File: config.mk
export PLATFORM = sky130hd
export DESIGN_NAME = wdog_keyed
export DESIGN_NICKNAME = d
export VERILOG_FILES = /design/src/rtl/wdog_pkg.sv /design/src/rtl/wdog_optregs.sv /design/src/rtl/wdog_counter.sv /design/src/rtl/wdog_keychk.sv /design/src/rtl/wdog_keyed.sv
export SDC_FILE = /design/constraint.sdc
export NUM_CORES = 1
export LEC_CHECK = 0
export ABC_AREA = 1
export CAP_MARGIN = 20
export CORE_ASPECT_RATIO = 1.25
export CORE_MARGIN = 2
export CORE_UTILIZATION = 30
export CTS_CLUSTER_SIZE = 28
export DETAILED_ROUTE_END_ITERATION = 8
export HOLD_SLACK_MARGIN = 0.03
export SETUP_SLACK_MARGIN = 0.3
export SKIP_LAST_GASP = 1
export SLEW_MARGIN = 20
export SYNTH_ARGS = -nofsm -noshare
export SYNTH_HDL_FRONTEND = slang
export SYNTH_SLANG_ARGS = --single-unit
File: constraint.sdc
create_clock -name clk -period 3.3 [get_ports clk]
set_input_delay 0.825 -clock clk [delete_from_list [all_inputs] [get_ports clk]]
set_output_delay 0.825 -clock clk [all_outputs]
set_load 0.05 [all_outputs]
File: src/rtl/wdog_pkg.sv
package wdog_pkg;

  localparam logic [1:0] A_SVC = 2'd0;
  localparam logic [1:0] A_TMO = 2'd1;
  localparam logic [1:0] A_SRC = 2'd2;

  localparam logic [7:0] KEY_ARM  = 8'h55;
  localparam logic [7:0] KEY_FIRE = 8'hAA;

  typedef struct packed {
    logic [1:0] tsel;   // 0 = off
    logic       slow;   // 1 = slow tick source
    logic       win;    // window request (bus source only)
  } wd_cfg_t;

  localparam wd_cfg_t CFG_RESET = '{tsel: 2'b11, slow: 1'b1, win: 1'b0};

  function automatic int wd_max(input int a, input int b);
    return (a > b) ? a : b;
  endfunction

endpackage

File: src/rtl/wdog_optregs.sv
module wdog_optregs
  import wdog_pkg::*;
(
  input  logic       clk,
  input  logic       rst,
  input  logic       wr_en,
  input  logic [1:0] wr_addr,
  input  logic [7:0] wr_data,
  output wd_cfg_t    cfg,
  output logic       tmo_lock,
  output logic       src_lock,
  output logic       reload
);

  logic tmo_hit, src_hit;
  logic unused_hi;

  assign tmo_hit   = wr_en && (wr_addr == A_TMO) && !tmo_lock;
  assign src_hit   = wr_en && (wr_addr == A_SRC) && !src_lock;
  assign reload    = tmo_hit || src_hit;
  assign unused_hi = ^wr_data[7:2];

  always_ff @(posedge clk) begin
    if (rst) begin
      cfg      <= CFG_RESET;
      tmo_lock <= 1'b0;
      src_lock <= 1'b0;
    end else begin
      if (tmo_hit) begin
        cfg.tsel <= wr_data[1:0];
        tmo_lock <= 1'b1;
      end
      if (src_hit) begin
        cfg.slow <= wr_data[0];
        cfg.win  <= wr_data[1];
        src_lock <= 1'b1;
      end
    end
  end

endmodule

File: src/rtl/wdog_counter.sv
module wdog_counter
  import wdog_pkg::*;
#(
  parameter int BUS_SH0 = 13,
  parameter int BUS_SH1 = 16,
  parameter int BUS_SH2 = 18,
  parameter int LP_SH0  = 5,
  parameter int LP_SH1  = 8,
  parameter int LP_SH2  = 10,
  parameter int CNT_W   = 18
)(
  input  logic             clk,
  input  logic             rst,
  input  wd_cfg_t          cfg,
  input  logic             clear,
  input  logic             halt,
  input  logic             tick_en,
  output logic [CNT_W-1:0] cnt,
  output logic             enabled,
  output logic             expire,
  output logic             early
);

  localparam int LIM_W = CNT_W + 1;

  int               sh;
  logic [LIM_W-1:0] lim;
  logic [LIM_W-1:0] win_start;
  logic [LIM_W-1:0] last;
  logic             adv;
  logic             win_act;

  // limit table: source bit picks the set, select picks the entry
  always_comb begin
    case ({cfg.slow, cfg.tsel})
      3'b0_01: sh = BUS_SH0;
      3'b0_10: sh = BUS_SH1;
      3'b0_11: sh = BUS_SH2;
      3'b1_01: sh = LP_SH0;
      3'b1_10: sh = LP_SH1;
      3'b1_11: sh = LP_SH2;
      default: sh = 0;
    endcase
  end

  assign lim       = LIM_W'(1) << sh;
  assign last      = lim - LIM_W'(1);
  assign win_start = lim - (lim >> 2);
  assign enabled   = (cfg.tsel != 2'b00);
  assign win_act   = cfg.win && !cfg.slow;
  assign adv       = enabled && !halt && (cfg.slow ? tick_en : 1'b1);
  assign expire    = adv && ({1'b0, cnt} == last);
  assign early     = win_act && ({1'b0, cnt} < win_start);

  always_ff @(posedge clk) begin
    if (rst || clear || (cfg.slow && halt) || expire)
      cnt <= '0;
    else if (adv)
      cnt <= cnt + 1'b1;
  end

endmodule

File: src/rtl/wdog_keychk.sv
module wdog_keychk
  import wdog_pkg::*;
(
  input  logic       clk,
  input  logic       rst,
  input  logic       enabled,
  input  logic       svc_wr,
  input  logic [7:0] data,
  input  logic       early,
  input  logic       abort,
  output logic       restart,
  output logic       bad
);

  logic armed;
  logic take;
  logic is_arm, is_fire;

  assign take    = enabled && svc_wr;
  assign is_arm  = (data == KEY_ARM);
  assign is_fire = (data == KEY_FIRE);
  assign bad     = take && (early || !(is_arm || is_fire));
  assign restart = take && !bad && is_fire && armed;

  always_ff @(posedge clk) begin
    if (rst || bad || restart || abort)
      armed <= 1'b0;
    else if (take && is_arm)
      armed <= 1'b1;
  end

endmodule

File: src/rtl/wdog_keyed.sv
module wdog_keyed
  import wdog_pkg::*;
#(
  parameter int BUS_SH0 = 13,
  parameter int BUS_SH1 = 16,
  parameter int BUS_SH2 = 18,
  parameter int LP_SH0  = 5,
  parameter int LP_SH1  = 8,
  parameter int LP_SH2  = 10
)(
  input  logic       clk,
  input  logic       rst,
  input  logic       por,
  input  logic       wr_en,
  input  logic [1:0] wr_addr,
  input  logic [7:0] wr_data,
  input  logic       tick_en,
  input  logic       dbg_mode,
  input  logic       stop_mode,
  output logic       rst_req,
  output logic       cause_timeout,
  output logic       cause_badkey
);

  localparam int CNT_W = wd_max(wd_max(wd_max(BUS_SH0, BUS_SH1), wd_max(BUS_SH2, LP_SH0)),
                                wd_max(LP_SH1, LP_SH2));

  logic             any_rst;
  wd_cfg_t          cfg;
  logic             tmo_lock, src_lock, reload;
  logic [CNT_W-1:0] cnt;
  logic             enabled, expire, early;
  logic             restart, bad, fire, halt, svc_wr;

  assign any_rst = rst || por;
  assign halt    = dbg_mode || stop_mode;
  assign svc_wr  = wr_en && (wr_addr == A_SVC);
  assign fire    = expire || bad;

  wdog_optregs u_opt (
    .clk(clk), .rst(any_rst), .wr_en(wr_en), .wr_addr(wr_addr), .wr_data(wr_data),
    .cfg(cfg), .tmo_lock(tmo_lock), .src_lock(src_lock), .reload(reload)
  );

  wdog_counter #(
    .BUS_SH0(BUS_SH0), .BUS_SH1(BUS_SH1), .BUS_SH2(BUS_SH2),
    .LP_SH0(LP_SH0), .LP_SH1(LP_SH1), .LP_SH2(LP_SH2), .CNT_W(CNT_W)
  ) u_cnt (
    .clk(clk), .rst(any_rst), .cfg(cfg), .clear(reload || restart || fire),
    .halt(halt), .tick_en(tick_en), .cnt(cnt), .enabled(enabled),
    .expire(expire), .early(early)
  );

  wdog_keychk u_key (
    .clk(clk), .rst(any_rst), .enabled(enabled), .svc_wr(svc_wr), .data(wr_data),
    .early(early), .abort(fire || reload), .restart(restart), .bad(bad)
  );

  always_ff @(posedge clk) begin
    if (any_rst) rst_req <= 1'b0;
    else         rst_req <= fire;
  end

  // cause flags survive rst; only por clears them
  always_ff @(posedge clk) begin
    if (por) begin
      cause_timeout <= 1'b0;
      cause_badkey  <= 1'b0;
    end else if (!rst && fire) begin
      cause_timeout <= expire && !bad;
      cause_badkey  <= bad;
    end
  end

endmodule

; Yosys cells after proc, flatten, opt, wreduce, memory -nomap -nowiden
; Index checks and enable logic that the tools add are counted.
[op_classes]
n_eq_ne = 11
muxes = 2
n_lt_le_gt_ge = 1
n_shift = 1
n_reduce_logical = 43
add_sub_neg = 3
[ops]
columns = op, count
row1 = case mux 5 bit (6 select lines), 1
row2 = == test 18 x 19 -> 1 bit, 1
row3 = logical AND 1 bit, 19
row4 = less-than comparator 18 x 19 -> 1 bit, 1
row5 = "<< shifter 1 x 5 -> 19 bit, first input constant", 1
row6 = "subtractor 19 x 1 -> 19 bit, second input constant", 1
row7 = subtractor 19 x 17 -> 19 bit, 1
row8 = "adder 18 x 1 -> 18 bit, second input constant", 1
row9 = logical OR 1 bit, 15
row10 = "== test 3 bit, second input constant", 3
row11 = "== test 8 x 7 -> 1 bit, second input constant", 1
row12 = "== test 8 bit, second input constant", 1
row13 = zero test 1 bit, 7
row14 = "== test 3 x 2 -> 1 bit, second input constant", 2
row15 = "== test 3 x 1 -> 1 bit, second input constant", 1
row16 = "== test 2 x 1 -> 1 bit, second input constant", 1
row17 = "== test 2 bit, second input constant", 1
row18 = zero test 2 bit, 1
row19 = nonzero test 2 bit, 1
row20 = 2-to-1 mux 1 bit, 1
[totals]
elab_cells = 71
regBits = 28
output_inout_bits = 3
input_bits = 17

; Longest topological paths before layout
; Gate-level depths: netlist of run 1.
[depth]
word_depth = 17
ltp_mapped = 31
depth_no_buf = 31

; Cells and area by module
; From an unflattened synthesis of run 1, not the netlist that was laid out.
[hier_totals]
hier_cells = 469
area_unflattened_um2 = 3149.3
[by_module_without_submodules]
columns = mod, instances, area_per_inst_um2, cells_per_inst
row1 = wdog_counter, 1, 2568.7, 376
row2 = wdog_optregs, 1, 255.2, 34
row3 = wdog_keychk, 1, 185.2, 39
row4 = wdog_keyed, 1, 140.1, 20

; Worst setup path before layout of run 1
; OpenSTA, ideal clock, no wires.
[synth_path]
path_type = flip-flop to flip-flop
start = reg, netlist name u_opt.cfg[2]
end = reg u_cnt.cnt[7]
stages_incl_launch_ff = 30
path_slack_ns = -0.017
t_arrival_ns = 3.202
setup_time_ns = 0.116
required_ns = 3.184
path_cell_list = dfxtp_1 -> inv_1 -> nor2_1 -> nand2_2 -> ha_1 -> inv_1 -> o21ai_0 -> nand2_1 -> nand2_1 -> nand2_1 -> nor2_1 -> nor2_1 -> nand2_1 -> xor2_1 -> ha_1 -> a21oi_1 -> nor3_1 -> nor3_1 -> nand2_1 -> nand2_1 -> nand2_1 -> nand2_1 -> nand2_1 -> nand2_1 -> nand2_2 -> nand2_1 -> nand2_1 -> nand4_4 -> buf_6 -> nor2_1
[synth_between]
elab_chain_len = 17
[synth_lines]
columns = element, line_no
row1 = "== test 3 bit, or another cell as far along", wdog_counter.sv:35  ; case ({cfg.slow, cfg.tsel})
row2 = case mux 5 bit (6 select lines), wdog_counter.sv:35
row3 = << shifter 1 x 5 -> 19 bit, wdog_counter.sv:46  ; assign lim = LIM_W'(1) << sh;
row4 = subtractor 19 x 17 -> 19 bit, wdog_counter.sv:48  ; assign win_start = lim - (lim >> 2);
row5 = less-than comparator 18 x 19 -> 1 bit, wdog_counter.sv:53  ; assign early = win_act && ({1'b0, cnt} < win_start);
row6 = logical AND 1 bit, wdog_counter.sv:53
row7 = logical OR 1 bit, wdog_keychk.sv:22  ; assign bad = take && (early || !(is_arm || is_fire));
row8 = logical AND 1 bit, wdog_keychk.sv:22
row9 = zero test 1 bit, wdog_keychk.sv:23  ; assign restart = take && !bad && is_fire && armed;
row10 = logical AND 1 bit (3 in a row), wdog_keychk.sv:23
row11 = logical OR 1 bit (2 in a row), wdog_keyed.sv:49  ; .clk(clk), .rst(any_rst), .cfg(cfg), .clear(reload || restart || fire),
row12 = logical OR 1 bit (3 in a row), wdog_counter.sv:56  ; if (rst || clear || (cfg.slow && halt) || expire)
row13 = to (signal assigned), wdog_counter.sv:59  ; cnt <= cnt + 1'b1;
row14 = to (decl), wdog_counter.sv:18  ; output logic [CNT_W-1:0] cnt,
; Parallel ways exist; a longest one is shown, timed or not.
; A chain may end at the register's enable or synchronous reset.

; Final worst setup path of run 1
[layout_path]
start = reg, netlist name u_opt.cfg[2]
end = reg u_cnt.cnt[7]
[layout_between]
elab_chain_len = 17
[layout_lines]
columns = element, line_no
row1 = "== test 3 bit, or another cell as far along", wdog_counter.sv:35
row2 = case mux 5 bit (6 select lines), wdog_counter.sv:35
row3 = << shifter 1 x 5 -> 19 bit, wdog_counter.sv:46
row4 = subtractor 19 x 17 -> 19 bit, wdog_counter.sv:48
row5 = less-than comparator 18 x 19 -> 1 bit, wdog_counter.sv:53
row6 = logical AND 1 bit, wdog_counter.sv:53
row7 = logical OR 1 bit, wdog_keychk.sv:22
row8 = logical AND 1 bit, wdog_keychk.sv:22
row9 = zero test 1 bit, wdog_keychk.sv:23
row10 = logical AND 1 bit (3 in a row), wdog_keychk.sv:23
row11 = logical OR 1 bit (2 in a row), wdog_keyed.sv:49
row12 = logical OR 1 bit (3 in a row), wdog_counter.sv:56
; Parallel ways exist; a longest one is shown, timed or not.

==> reports/summary.txt, run 1 <==
Worst path slowest cell -> dfxtp_2
Clk slew on worst S/H paths -> 0.07 ns
HPWL Detailed -> 6080 um
Die height -> 113 um
Worst-skew pair later-pin latency -> 0.27 ns
RSZ-0062 raised after global routing -> yes
Max VDD drop -> 162 uV
Routed len/inst -> 12.1 um
Number of core rows -> 39
CTS tree -> built
CTS root buffer -> clkbuf_16
Hold slack final -> 0.457 ns
Top cell type's share of synthesized area -> 19.6%
Initial Util -> 31.0%
Hold WC Path Type -> reg2reg
Clock Sinks -> 28
CP most frequent cell -> nand2_1
Drt first pass iters -> 4
Worst setup SP type -> flip-flop
Largest net degree at the start of global routing -> 19
Clk buf depth -> 2
CP endpoint kind -> flip-flop
Worst EP required -> 3.51 ns
Max stage delay on crit path -> 0.36 ns
Final period util -> 97.9%
Post-route setup slack -> 0.0700 ns
Static Leak -> 0.00167 uW
DR vias -> 2,966
Syn_area_per_cell -> 6.63 um^2
Slew Viols, Final -> 0
Cell accounting for the most synthesized area -> dfxtp_1
Slew @ Worst Pin -> 0.501 ns
Worst path arrival time -> 3.44 ns
PD cells -> 246 nW/um^2
Netlist cell types -> 40
Placed cell areas -> 3520 um^2
Global Route Usage Sum -> 14.8%
Seq/Total Area, Yosys -> 19.6%
Top-level port count -> 20
EDFF count, synth -> 0
Ys Warns -> 0
First-pass GRT wire length -> 12,700 um
Antenna violations before repair -> 0
DP Worst Slack -> 0.0181 ns
Critical path's top delay family -> simple AND/OR/NAND/NOR gates
Core Area -> 9220 um^2
Status -> completed
# diodes -> 0
# hold bufs at CTS -> 0
Post-layout minimum cycle time -> 3.23 ns
Clk_skew -> 0.00505 ns
Largest cells by area after synthesis -> dfxtp_1 (20%), ha_1 (14%), nand2_1 (11%), xor2_1 (9.2%), inv_1 (8.8%)
Max Cap Viol -> 0
Starting DRT DRC Count -> 104
Final Setup Violations -> 0
H-tree Lvls -> 1
Ys async rst share -> 0%
Congestion Overflow GR -> 0
Remaining DRCs -> 0
Highest attainable clock frequency -> 310 MHz
Syn Inst Count -> 431
Ratio of cells with drive above 1 in the final layout -> 20.2%
Vias in the first global route -> 2,939
Commonest cells in the synthesized netlist -> nand2_1 (81), inv_1 (67), nor2_1 (51), ha_1 (31), xor2_1 (30)
Critical path class -> reg2reg
Max FO, Critical Path -> 18
Nets -> 555
Die W -> 91.3 um
Synthesis-stage register bit count -> 28
Syn-to-layout area delta -> 32.6%
Antenna Violating Nets Remaining -> 0
DR vias/cell -> 4.72
PortBufs -> 19
Mapped Area -> 2860 um^2
Final Hold Vio Count -> 0
Cell with the most instances after synthesis -> nand2_1
R2R setup slack -> 0.07 ns
Final instance area -> 3790 um^2
Setup TNS -> 0 ns
Total wire length -> 7590 um
Ys flop type -> dfxtp_1
Slew HR -> 66.5%
Num CTS Buffers -> 3
WP buf/inv -> 4
Placer Congestion -> 0.911
Final Core Density -> 41.1%
DIE AREA -> 10,300 um^2
-- sequential cells by signal, summed over array words and instances (netlist names) --
signal,count
u_key.armed,1
u_opt.cfg,4
u_opt.tmo_lock,1
u_cnt.cnt,18
cause_badkey,1
rst_req,1
u_opt.src_lock,1
cause_timeout,1
-- path summary, 6_finish.rpt --
path                                  to                        start  cells past startpoint
max reg2reg    u_cnt.cnt[7]$_SDFFE_PP0P_    u_opt.cfg[2]$_SDFFE_PP1P_                     27
min reg2reg  u_opt.tmo_lock$_SDFFE_PP0P_  u_opt.tmo_lock$_SDFFE_PP0P_                      2
max            u_cnt.cnt[7]$_SDFFE_PP0P_    u_opt.cfg[2]$_SDFFE_PP1P_                     27
min          u_opt.tmo_lock$_SDFFE_PP0P_  u_opt.tmo_lock$_SDFFE_PP0P_                      2
-- worst register-to-register path: stages (launching register included) --
cell,delay [ns]
dfxtp_2,0.36
inv_4,0.04
nor2_4,0.11
nand2_4,0.10
inv_4,0.07
ha_4,0.20
nand2_2,0.06
inv_1,0.04
nand4_1,0.10
nand2_2,0.12
a21oi_2,0.15
xor2_1,0.18
ha_1,0.27
a21o_1,0.18
nor2_1,0.09
nand3_1,0.08
nand2_1,0.06
nand2_1,0.05
nand2_1,0.05
nand2_1,0.04
nand2_1,0.06
nand2_1,0.05
nand2_1,0.07
nand2_2,0.08
a21oi_4,0.19
nand4_4,0.12
buf_12,0.17
nor2_1,0.09
-- where the power goes --
part           leakage, uW  switching (uW)  total, uW  internal (uW)
Combinational      0.00140             152        279            127
Clock            0.0000442             124        310            186
Sequential        0.000225            2.00        341            339
-- placed cells by master, fill, tap and decap left out, types with 2 or more instances in the layout --
master	instances
conb_1	21
inv_4	2
o21ai_1	2
o211ai_1	3
nand3_2	3
dfxtp_2	2
nor2_1	45
nand2_1	75
nand2_2	10
ha_4	5
xnor2_1	3
clkbuf_16	3
nand4_1	11
dfxtp_1	25
nor2_4	3
a21oi_2	5
a21o_1	2
buf_4	34
a21oi_4	2
nor4_1	5
a31oi_2	2
ha_1	26
o21bai_1	3
inv_2	7
xor2_1	29
nor2_2	12
or2_1	2
a21oi_1	17
o31ai_1	3
clkdlybuf4s50_1	19
inv_1	62
nor3_1	11
nand3_1	17
o21ai_0	15
-- through the flow --
step / total power (uW) / std cells
final: 931 / 629
after global routing: 983 / 629
after detailed placement: 586 / 613
after global placement: 584 / 613
after floorplan: 516 / 450
after CTS: 914 / 629
-- metal layers --
metal	GRT usage [%]	share of wire, %	routed length (um)	vias up
li1	-	-	-	1539
met1	17.7	45	3440	1371
met2	27.6	50	3830	44
met3	1.40	2.1	157	12
met4	4.95	2.1	163	0
met5	0	0	0	-
-- timing repair --
item	4_1_cts	5_1_grt
gates resized for setup	12	13
pin swaps	8	3
endpoints found under the setup margin	22	22
buffers inserted	12	0
-- final cells by class --
class | count | area [um^2]
Fill cell | 936 | 5430
Multi-Input combinational cell | 348 | 2230
Sequential cell | 28 | 567
Timing Repair Buffer | 55 | 477
Inverter | 71 | 272
Tap cell | 123 | 154
Clock buffer | 4 | 88.8
-- cell families after synthesis --
kind of cell	share of synthesized area (%)
AND/OR/NAND/NOR	33.0
buffers and inverters	10.5
AO/OA/AOI/OAI	13.0
XOR/XNOR	10.1
adder cells (fa/ha/maj)	13.6
flip-flops	19.6
other	0.263
No activity file was read; power rests on OpenSTA's default activity.
==> run 2: changes to the inputs <==
Settings changed: CTS_CLUSTER_DIAMETER set to 50.
==> results of run 2 <==
No change in the layout: final DEF, timing and power equal those of run 1.
